<file path="config.mk">
export PLATFORM = sky130hd
export DESIGN_NAME = flash_read_mux
export DESIGN_NICKNAME = d
export VERILOG_FILES = /design/src/rtl/frl_pkg.sv /design/src/rtl/frl_lane_pack.sv /design/src/rtl/frl_status_reg.sv /design/src/rtl/frl_idle_counter.sv /design/src/rtl/flash_read_mux.sv
export SDC_FILE = /design/constraint.sdc
export NUM_CORES = 1
export LEC_CHECK = 0
export BUFFER_PORTS_ARGS = -buffer_cell sky130_fd_sc_hd__buf_2
export CAP_MARGIN = 15
export CELL_PAD_IN_SITES_DETAIL_PLACEMENT = 1
export CELL_PAD_IN_SITES_GLOBAL_PLACEMENT = 1
export CORE_MARGIN = 4
export CORE_UTILIZATION = 32
export DETAILED_ROUTE_END_ITERATION = 16
export PLACE_DENSITY = 0.92
export SYNTH_ARGS = -nofsm -noshare
export SYNTH_HDL_FRONTEND = slang
export SYNTH_SLANG_ARGS = --single-unit
</file>
<file path="constraint.sdc">
create_clock -name clk -period 4.6 [get_ports clk]
set_input_delay 0.92 -clock clk [delete_from_list [all_inputs] [get_ports clk]]
set_output_delay 0.92 -clock clk [all_outputs]
set_load 0.03 [all_outputs]
</file>
<file path="src/rtl/frl_pkg.sv">
package frl_pkg;

    typedef enum logic [2:0] {
        RM_ARRAY   = 3'd0,
        RM_IDENT   = 3'd1,
        RM_PROGRAM = 3'd2,
        RM_ERASE   = 3'd3,
        RM_QUERY   = 3'd4
    } rd_mode_e;

    localparam int unsigned CTRL_W   = 4;
    localparam logic [7:0]  MASK_PGM = 8'h40;
    localparam logic [7:0]  MASK_ERS = 8'h44;
    localparam logic [7:0]  MASK_SUS = 8'h04;
    localparam logic [7:0]  ID_VOID  = 8'hFF;

    typedef struct packed {
        logic        use_status;
        logic [7:0]  tgl_mask;
        logic [31:0] data;
    } rd_reply_t;

    // control index 3,2,1,0 -> status bit 7,6,3,2
    function automatic logic [7:0] expand_ctrl(input logic [CTRL_W-1:0] c);
        return {c[3], c[2], 2'b00, c[1], c[0], 2'b00};
    endfunction

    function automatic logic [1:0] size_shift(input logic [1:0] w);
        case (w)
            2'd0:    return 2'd0;
            2'd1:    return 2'd1;
            default: return 2'd2;
        endcase
    endfunction

endpackage

</file>
<file path="src/rtl/frl_lane_pack.sv">
module frl_lane_pack
    import frl_pkg::*;
#(
    parameter int unsigned ADDR_W = 20
) (
    input  logic [ADDR_W-1:0] addr_i,
    input  logic [1:0]        shift_i,
    input  logic              big_endian_i,
    input  logic [31:0]       bytes_i,
    output logic [ADDR_W-1:0] aligned_o,
    output logic [31:0]       word_o
);
    localparam int unsigned LANES = 4;

    logic [7:0] lane [LANES];

    genvar g;
    generate
        for (g = 0; g < LANES; g++) begin : g_lane
            assign lane[g] = bytes_i[8*g +: 8];
        end
    endgenerate

    always_comb begin
        aligned_o = addr_i;
        case (shift_i)
            2'd1:    aligned_o[0]   = 1'b0;
            2'd2:    aligned_o[1:0] = 2'b00;
            default: aligned_o      = addr_i;
        endcase
    end

    always_comb begin
        case (shift_i)
            2'd0:    word_o = {24'h0, lane[0]};
            2'd1:    word_o = big_endian_i ? {16'h0, lane[0], lane[1]}
                                           : {16'h0, lane[1], lane[0]};
            default: word_o = big_endian_i ? {lane[0], lane[1], lane[2], lane[3]}
                                           : {lane[3], lane[2], lane[1], lane[0]};
        endcase
    end

endmodule

</file>
<file path="src/rtl/frl_status_reg.sv">
module frl_status_reg
    import frl_pkg::*;
(
    input  logic              clk,
    input  logic              rst,
    input  logic [CTRL_W-1:0] set_i,
    input  logic [CTRL_W-1:0] clr_i,
    input  logic [CTRL_W-1:0] tgl_i,
    input  logic [7:0]        rd_mask_i,
    output logic [7:0]        next_o,
    output logic [7:0]        q_o
);
    logic [7:0] q;

    always_comb begin
        next_o = ((q | expand_ctrl(set_i)) & ~expand_ctrl(clr_i))
                 ^ expand_ctrl(tgl_i) ^ rd_mask_i;
    end

    always_ff @(posedge clk) begin
        if (rst) q <= 8'h00;
        else     q <= next_o;
    end

    assign q_o = q;

    assert_clr_beats_set_R12: assert property (@(posedge clk) disable iff (rst)
        (clr_i[1] && !tgl_i[1]) |=> !q[3]);

    assert_dead_bits_R12: assert property (@(posedge clk) disable iff (rst)
        (rd_mask_i & 8'h33) == 8'h00 |=> (q & 8'h33) == 8'h00);

endmodule

</file>
<file path="src/rtl/frl_idle_counter.sv">
module frl_idle_counter #(
    parameter int unsigned LIMIT = 42
) (
    input  logic clk,
    input  logic rst,
    input  logic wr0_i,
    input  logic count_i,
    output logic array_o,
    output logic force_o
);
    localparam int unsigned CNT_W = $clog2(LIMIT + 1);

    logic [CNT_W-1:0] cnt;
    logic             array_q;
    logic             force_q;

    always_ff @(posedge clk) begin
        if (rst) begin
            cnt     <= '0;
            array_q <= 1'b1;
            force_q <= 1'b0;
        end else begin
            force_q <= 1'b0;
            if (wr0_i) begin
                cnt     <= '0;
                array_q <= 1'b0;
            end else if (count_i && !array_q) begin
                if (cnt == CNT_W'(LIMIT)) begin
                    cnt     <= '0;
                    array_q <= 1'b1;
                    force_q <= 1'b1;
                end else begin
                    cnt <= cnt + 1'b1;
                end
            end
        end
    end

    assign array_o = array_q;
    assign force_o = force_q;

    assert_cnt_bound_R10: assert property (@(posedge clk) disable iff (rst)
        cnt <= CNT_W'(LIMIT));

    assert_force_sets_flag_R10: assert property (@(posedge clk) disable iff (rst)
        force_q |-> array_q);

    assert_wr0_clears_R11: assert property (@(posedge clk) disable iff (rst)
        wr0_i |=> (!array_q && cnt == '0));

endmodule

</file>
<file path="src/rtl/flash_read_mux.sv">
module flash_read_mux
    import frl_pkg::*;
#(
    parameter int unsigned ADDR_W     = 20,
    parameter int unsigned CFI_DEPTH  = 77,
    parameter int unsigned LAZY_LIMIT = 42
) (
    input  logic              clk,
    input  logic              rst,
    input  logic [2:0]        mode_i,
    input  logic              cyc_pending_i,
    input  logic              suspended_i,
    input  logic              sect_erasing_i,
    input  logic              rd_en_i,
    input  logic [ADDR_W-1:0] rd_addr_i,
    input  logic [1:0]        width_sel_i,
    input  logic              big_endian_i,
    output logic [ADDR_W-1:0] arr_addr_o,
    input  logic [31:0]       arr_bytes_i,
    input  logic [15:0]       id0_i,
    input  logic [15:0]       id1_i,
    input  logic [15:0]       id2_i,
    input  logic [15:0]       id3_i,
    output logic [7:0]        cfi_idx_o,
    input  logic [7:0]        cfi_byte_i,
    input  logic              wr0_i,
    input  logic [3:0]        st_set_i,
    input  logic [3:0]        st_clr_i,
    input  logic [3:0]        st_tgl_i,
    output logic [31:0]       rd_data_o,
    output logic              rd_valid_o,
    output logic [7:0]        status_o,
    output logic              array_mode_o,
    output logic              force_array_o
);
    localparam int unsigned IDX_W = 8;

    rd_mode_e    mode;
    logic [1:0]  shift;
    logic [IDX_W-1:0] slot;
    logic [31:0] arr_word;
    rd_reply_t   reply;
    logic [7:0]  rd_mask;
    logic [7:0]  st_next;
    logic [7:0]  st_q;
    logic [31:0] data_q;
    logic        valid_q;

    assign mode  = rd_mode_e'(mode_i);
    assign shift = size_shift(width_sel_i);
    assign slot  = rd_addr_i[IDX_W-1:0] >> shift;
    assign cfi_idx_o = slot;

    frl_lane_pack #(.ADDR_W(ADDR_W)) u_pack (
        .addr_i       (rd_addr_i),
        .shift_i      (shift),
        .big_endian_i (big_endian_i),
        .bytes_i      (arr_bytes_i),
        .aligned_o    (arr_addr_o),
        .word_o       (arr_word)
    );

    always_comb begin
        reply = '{use_status: 1'b0, tgl_mask: 8'h00, data: arr_word};
        case (mode)
            RM_IDENT: begin
                case (slot)
                    8'h00: reply.data = {16'h0, id0_i};
                    8'h01: reply.data = {16'h0, id1_i};
                    8'h02: reply.data = 32'h0;
                    8'h0E: if (id2_i[7:0] != ID_VOID) reply.data = {16'h0, id2_i};
                    8'h0F: if (id3_i[7:0] != ID_VOID) reply.data = {16'h0, id3_i};
                    default: reply.data = arr_word;
                endcase
            end
            RM_PROGRAM: begin
                reply.use_status = 1'b1;
                reply.tgl_mask   = MASK_PGM;
            end
            RM_ERASE: begin
                reply.use_status = 1'b1;
                reply.tgl_mask   = MASK_ERS;
            end
            RM_QUERY: begin
                reply.data = (32'(slot) < CFI_DEPTH) ? {24'h0, cfi_byte_i} : 32'h0;
            end
            default: begin
                if (suspended_i && sect_erasing_i) begin
                    reply.use_status = 1'b1;
                    reply.tgl_mask   = MASK_SUS;
                end
            end
        endcase
    end

    assign rd_mask = rd_en_i ? reply.tgl_mask : 8'h00;

    frl_status_reg u_status (
        .clk       (clk),
        .rst       (rst),
        .set_i     (st_set_i),
        .clr_i     (st_clr_i),
        .tgl_i     (st_tgl_i),
        .rd_mask_i (rd_mask),
        .next_o    (st_next),
        .q_o       (st_q)
    );

    frl_idle_counter #(.LIMIT(LAZY_LIMIT)) u_idle (
        .clk     (clk),
        .rst     (rst),
        .wr0_i   (wr0_i),
        .count_i (rd_en_i && !cyc_pending_i),
        .array_o (array_mode_o),
        .force_o (force_array_o)
    );

    always_ff @(posedge clk) begin
        if (rst) begin
            data_q  <= 32'h0;
            valid_q <= 1'b0;
        end else begin
            valid_q <= rd_en_i;
            if (rd_en_i)
                data_q <= reply.use_status ? {24'h0, st_next} : reply.data;
        end
    end

    assign rd_data_o  = data_q;
    assign rd_valid_o = valid_q;
    assign status_o   = st_q;

    assert_valid_follows_R2: assert property (@(posedge clk) disable iff (rst)
        rd_en_i |=> rd_valid_o);

    assert_valid_idle_R2: assert property (@(posedge clk) disable iff (rst)
        !rd_en_i |=> !rd_valid_o);

    assert_prog_flip_R6: assert property (@(posedge clk) disable iff (rst)
        (rd_en_i && mode_i == 3'd2 && st_set_i == 4'h0 && st_clr_i == 4'h0 && st_tgl_i == 4'h0)
        |=> status_o[6] != $past(status_o[6]));

    assert_erase_flip_R7: assert property (@(posedge clk) disable iff (rst)
        (rd_en_i && mode_i == 3'd3 && st_set_i == 4'h0 && st_clr_i == 4'h0 && st_tgl_i == 4'h0)
        |=> (status_o[6] != $past(status_o[6]) && status_o[2] != $past(status_o[2])));

    assert_suspend_flip_R8: assert property (@(posedge clk) disable iff (rst)
        (rd_en_i && mode_i == 3'd0 && suspended_i && sect_erasing_i &&
         st_set_i == 4'h0 && st_clr_i == 4'h0 && st_tgl_i == 4'h0)
        |=> (status_o[6] == $past(status_o[6]) && status_o[2] != $past(status_o[2])));

    assert_query_tail_R9: assert property (@(posedge clk) disable iff (rst)
        (rd_en_i && mode_i == 3'd4 && 32'(rd_addr_i[7:0] >> size_shift(width_sel_i)) >= CFI_DEPTH)
        |=> rd_data_o == 32'h0);

endmodule

</file>
## Word-level counts from Yosys, hierarchy flattened

Index checks and enable logic that the tools add are counted.
Widths: inputs -> output; s select.

| storage, ports and cells | value |
|---|---|
| word-level logic and storage cells | 64 |
| bits in registers | 49 |

| cells by class | value |
|---|---|
| add/subtract/negate cells | 1 |
| mux-type cells | 20 |
| reductions and logical operators | 15 |
| shift operators | 1 |
| bitwise gates (word level) | 6 |
| equal/unequal tests | 14 |
| $lt $le $gt $ge | 1 |

Operators with widths:

| kind | number |
|---|---|
| $pmux 32 s5 | 1 |
| $mux 32 | 4 |
| $pmux 32 s2 | 2 |
| $pmux 9 s3 | 1 |
| $eq 8x4->1 const B | 2 |
| $mux 16 | 1 |
| $mux 8 | 2 |
| $ne 8x8->1 const B | 2 |
| $xor 8x8->8 | 2 |
| $mux 9 | 1 |
| $and 8x8->8 | 1 |
| $eq 8x1->1 const B | 1 |
| $eq 8x2->1 const B | 1 |
| $logic_not 8->1 | 1 |
| $lt 8x7->1 const B | 1 |
| $not 8->8 | 1 |
| $or 8x8->8 | 1 |
| $shr 8x2->8 | 1 |
| $add 6x1->6 const B | 1 |
| $eq 3x2->1 const B | 2 |
| $eq 6x6->1 const B | 1 |
| $mux 1 | 6 |
| $mux 6 | 1 |
| $reduce_or 2->1 | 3 |
| 12 further kinds | 18 |

## Logic depth before layout (Yosys ltp)

| depth | value |
|---|---|
| depth after elaboration | 8 |
| gate-level depth with buffers | 10 |
| gate-level depth less buffers | 7 |

## Modules after synthesis

A second synthesis with hierarchy kept.

| unflattened totals | value |
|---|---|
| cell total of the unflattened synthesis | 548 |
| area total of the unflattened synthesis | 4316.6 µm² |

By module, submodules not included:

| module | area each (µm²) | cells an instance | times used |
|---|---|---|---|
| flash_read_mux | 2737.6 | 356 | 1 |
| frl_lane_pack | 833.3 | 119 | 1 |
| frl_idle_counter | 396.6 | 41 | 1 |
| frl_status_reg | 349.1 | 32 | 1 |

## Least setup slack after synthesis

OpenSTA, ideal clock, no wires.

| timing | value |
|---|---|
| kind | input to output |
| start | in width_sel_i[0] |
| end | out cfi_idx_o[5] |
| data arrival time | 2.567 ns |
| stages on the path | 6 |
| slack | 1.113 ns |
| required time | 3.680 ns |
| path through | buf_4 -> clkbuf_1 -> clkbuf_1 -> buf_2 -> mux2i_1 -> o21ai_0 |

| on the way | value |
|---|---|
| word-level cells in the longest chain between the ends | 3 |

RTL lines:

| element | RTL line | RTL |
|---|---|---|
| from (decl) | flash_read_mux.sv:16 | `input logic [1:0] width_sel_i,` |
| $eq 2x1->1 or $logic_not 2->1 (tied branches) | frl_pkg.sv:29 | `case (w)` |
| $pmux 2 s2 * | frl_pkg.sv:29 |  |
| $shr 8x2->8 * | flash_read_mux.sv:51 | `assign slot = rd_addr_i[IDX_W-1:0] >> shift;` |
| to (decl) | flash_read_mux.sv:24 | `output logic [7:0] cfi_idx_o,` |

Mark *: on every way between the ends. The rest lies on a longest branch, timed or not.

## Worst setup path after layout

| timing | value |
|---|---|
| start | in width_sel_i[0] |
| end | out cfi_idx_o[0] |

Same word-level chain as after synthesis.

==> metrics.cfg <==
[cts]
clock_latency_ns=0.29
cts_tree=done
cts_buffers=5
clockBufferDepth=2
htree_levels=2
cts.sinks=45
cts_setup_buffers=0
holdBufCountCts=0
path_clk_slew_ns=0.06
ctsResizeCount=0
cts_root_buffer=clkbuf_16

[critical_path]
cp.required_ns=3.68
worst_r2r_path_depth=4
worstSetupStartpointType=input port
ff2ff_setup_slack_ns=2.93
crit_path_frequent_cell=buf_2
reg2reg_to=u_idle.cnt[5]$_SDFFE_PP0P_
r2r_start=u_idle.array_o$_SDFFE_PP1P_
cp_slowest_cell=buf_2
path_cells=buf_2 > mux2i_1 > o21a_1 > clkinv_1 > buf_2
critPathMaxStageDelay_ns=0.50
worstSetupPathType=input port to output port
cp.arrival_ns=2.42
path_max_fanout=33
critPathCaptureType=output port

[timing]
slew_headroom_pct=36.6
tightest_slew_ns=0.945
fin_crit_sh_pct=72.5
setup_violations=0
setup_slack_ns=1.26
hold_viol=0
maxSlewViolCount=0
rsz0062_at_grt=false
fin_crit_ns=3.34
fmax_mhz=300
skew_ns=0.00461
setup_tns_ns=0

[drt]
vias=4761
drt-total-wl_um=17100
drtIter0Drc=237
drc_errors=0
routedWlPerCell_um=21.1
first_pass_iters=5
avgViaCountPerCell=5.88
drtAntennaViolNets=0

[grt]
gr-usage-met1_pct=28.6
overflow=0
busiest_layer=met2
antenna_found_initial=0
met2_usage_pct=41.4
grt_pass1_wl_um=25500
grt_max_degree=45
grtUsageMet3_pct=3.60
grt_use_total_pct=24.0
grt_pass1_vias=4908

[pwr]
irDropWorstVdd_v=0.000131
comb_power_share_pct=32.7
p_clk_share_pct=31.7
intPower_mw=0.747
switchingPower_mw=0.438
p_sw_share_pct=37.0
power_frac_seq_pct=35.5
p_leak_nw=2.05
powerDensity_nw_per_um2=248

[logic_synthesis]
synth_area_leaders=dfxtp_1 (24%), nand2_1 (5.4%), nor2_1 (4.8%), buf_4 (4.5%), mux2i_1 (4.5%)
synth_top_area_cell=dfxtp_1
yosysMostFrequentCell=nand2_1
synth.top_cells.by_count=nand2_1 (55), nor2_1 (49), dfxtp_1 (45), a21oi_1 (29), o21ai_0 (28)
async_reset_ff_share_pct=0
syn_inst=519
syn-cell-area_um2=3800
yosysUniqueCellTypes=72
ys_warn_count=0
ys_ff_latch=45
yosysTopAreaCellShare_pct=23.7
synth_edf_count=0
synthFlopType=dfxtp_1
synth_area_per_cell_um2=7.32
yosysSeqAreaShare_pct=23.7

[floorplanning]
die_x_um=117
dieHeight_um=117
die_area_um2=13700
ioPinCount=220
row_count=39
core_area_um2=11500
start_util_pct=33.0

[finish]
nets=817
syn2layout_area_growth_pct=25.9
fillCellCount=1522
num_antenna_cells=0
drive_gt1_share_pct=32.4

[place]
dp_hpwl_um=13900
numPortBuffers=191
place_ws_ns=1.11
place_congestion=0.877

[min_path]
hold_end=rd_data_o[17]$_SDFFE_PP0P_
worstHoldStart=rd_data_o[17]$_SDFFE_PP0P_
min_delay_path_depth=2
hp-class=flip-flop to flip-flop

[run]
max_cap_viol_count=0

[run_status]
status=complete, no violations

==> power groups by stage <==
| stage | Combinational (mW) | Clock [mW] | Sequential (mW) |
|---|---|---|---|
| floorplan | 0.219 | 0 | 0.466 |
| global placement | 0.376 | 0 | 0.429 |
| detailed placement | 0.384 | 0 | 0.430 |
| CTS | 0.386 | 0.376 | 0.421 |
| global route | 0.418 | 0.390 | 0.424 |
| finish | 0.388 | 0.376 | 0.421 |
==> state kept, by name, summed over array words and instances, names as in the netlist <==
signal and cells:
rd_data_o 32, rd_valid_o 1, u_idle.array_o 1, u_idle.cnt 6
u_idle.force_o 1, u_status.q_o 4
==> metrics by stage <==
stage	std cells	hold slack, ns	utilization [%]	total power [mW]	instance area (um^2)
final	810	0.456	41.5	1.19	4780
after global routing	810	0.478	41.5	1.23	4780
after CTS	810	0.456	41.5	1.18	4780
after detailed placement	802	0.447	40.3	0.814	4640
after global placement	802	0.437	40.3	0.805	4640
after floorplan	522	0.469	-	0.686	3810
==> routing by layer <==
| metal | routed length [um] | up-vias | part of all wire [%] |
|---|---|---|---|
| met5 | 0 | - | 0 |
| met4 | 854 | 0 | 5.0 |
| met3 | 1130 | 54 | 6.6 |
| met2 | 8190 | 235 | 48 |
| met1 | 6920 | 2270 | 40 |
| li1 | - | 2202 | - |
==> cell usage in the layout, fill, tap and decap left out, types with 3 or more instances in the layout <==
| cell | instances |
|---|---|
| buf_2 | 191 |
| nor3_1 | 13 |
| mux2i_1 | 17 |
| xor2_1 | 4 |
| o31ai_1 | 3 |
| dfxtp_1 | 45 |
| o22ai_1 | 7 |
| nand4_1 | 7 |
| o21ai_0 | 28 |
| nand3_1 | 19 |
| a22o_1 | 4 |
| clkbuf_16 | 5 |
| xnor2_1 | 7 |
| a221oi_1 | 10 |
| o211ai_1 | 5 |
| a31oi_1 | 6 |
| a211oi_1 | 7 |
| nor2_1 | 48 |
| o21ai_1 | 23 |
| a32oi_1 | 7 |
| conb_1 | 4 |
| nor2b_1 | 3 |
| a22oi_1 | 18 |
| and3_1 | 7 |
| a21boi_0 | 3 |
| o21bai_1 | 3 |
| nand2b_1 | 15 |
| buf_4 | 3 |
| a221o_1 | 3 |
| a21oi_1 | 29 |
| nand2_1 | 55 |
| nand3b_1 | 3 |
| inv_1 | 9 |
| and2_1 | 3 |
| nor3b_1 | 3 |
==> critical path, delay by kind of cell <==
kind                   cells  cell delay (ns)
buffers and inverters      3             0.93
multiplexers               1             0.27
AO/OA/AOI/OAI              1             0.28
==> layout make-up <==
class	instances	area, um^2	area share [%]
multi-input combinational	409	2540	53.1
timing repair buffer	194	978	20.5
tap	143	179	3.74
clock inverter	2	15.0	0.314
sequential	45	901	18.8
clock buffer	6	129	2.70
inverter	11	41.3	0.864
==> kinds of logic after synthesis <==
family / count (synthesis) / synth area share, %
buf+inv: 68 / 9.85
mux: 17 / 4.48
xor+xnor: 11 / 2.54
fa+ha+maj: 2 / 0.659
flops: 45 / 23.7
compound gates: 182 / 33.3
simple gates: 193 / 25.4
other cells: 1 / 0.0988
==> how the worst max path moves through the flow <==
| stage | from | end | slack (ns) |
|---|---|---|---|
| 2_1_floorplan | width_sel_i[0] | cfi_idx_o[5] | 1.11 |
| 5_1_grt | width_sel_i[0] | rd_data_o[7]$_SDFFE_PP0P_ | 1.17 |
| 3_3_place_gp | width_sel_i[0] | rd_data_o[29]$_SDFFE_PP0P_ | 1.21 |
| 4_1_cts | width_sel_i[0] | cfi_idx_o[0] | 1.29 |
| 6_report | width_sel_i[0] | cfi_idx_o[0] | 1.26 |
| 3_5_place_dp | width_sel_i[0] | rd_data_o[22]$_SDFFE_PP0P_ | 1.11 |
Note: power is estimated with default switching activity, not from simulation.
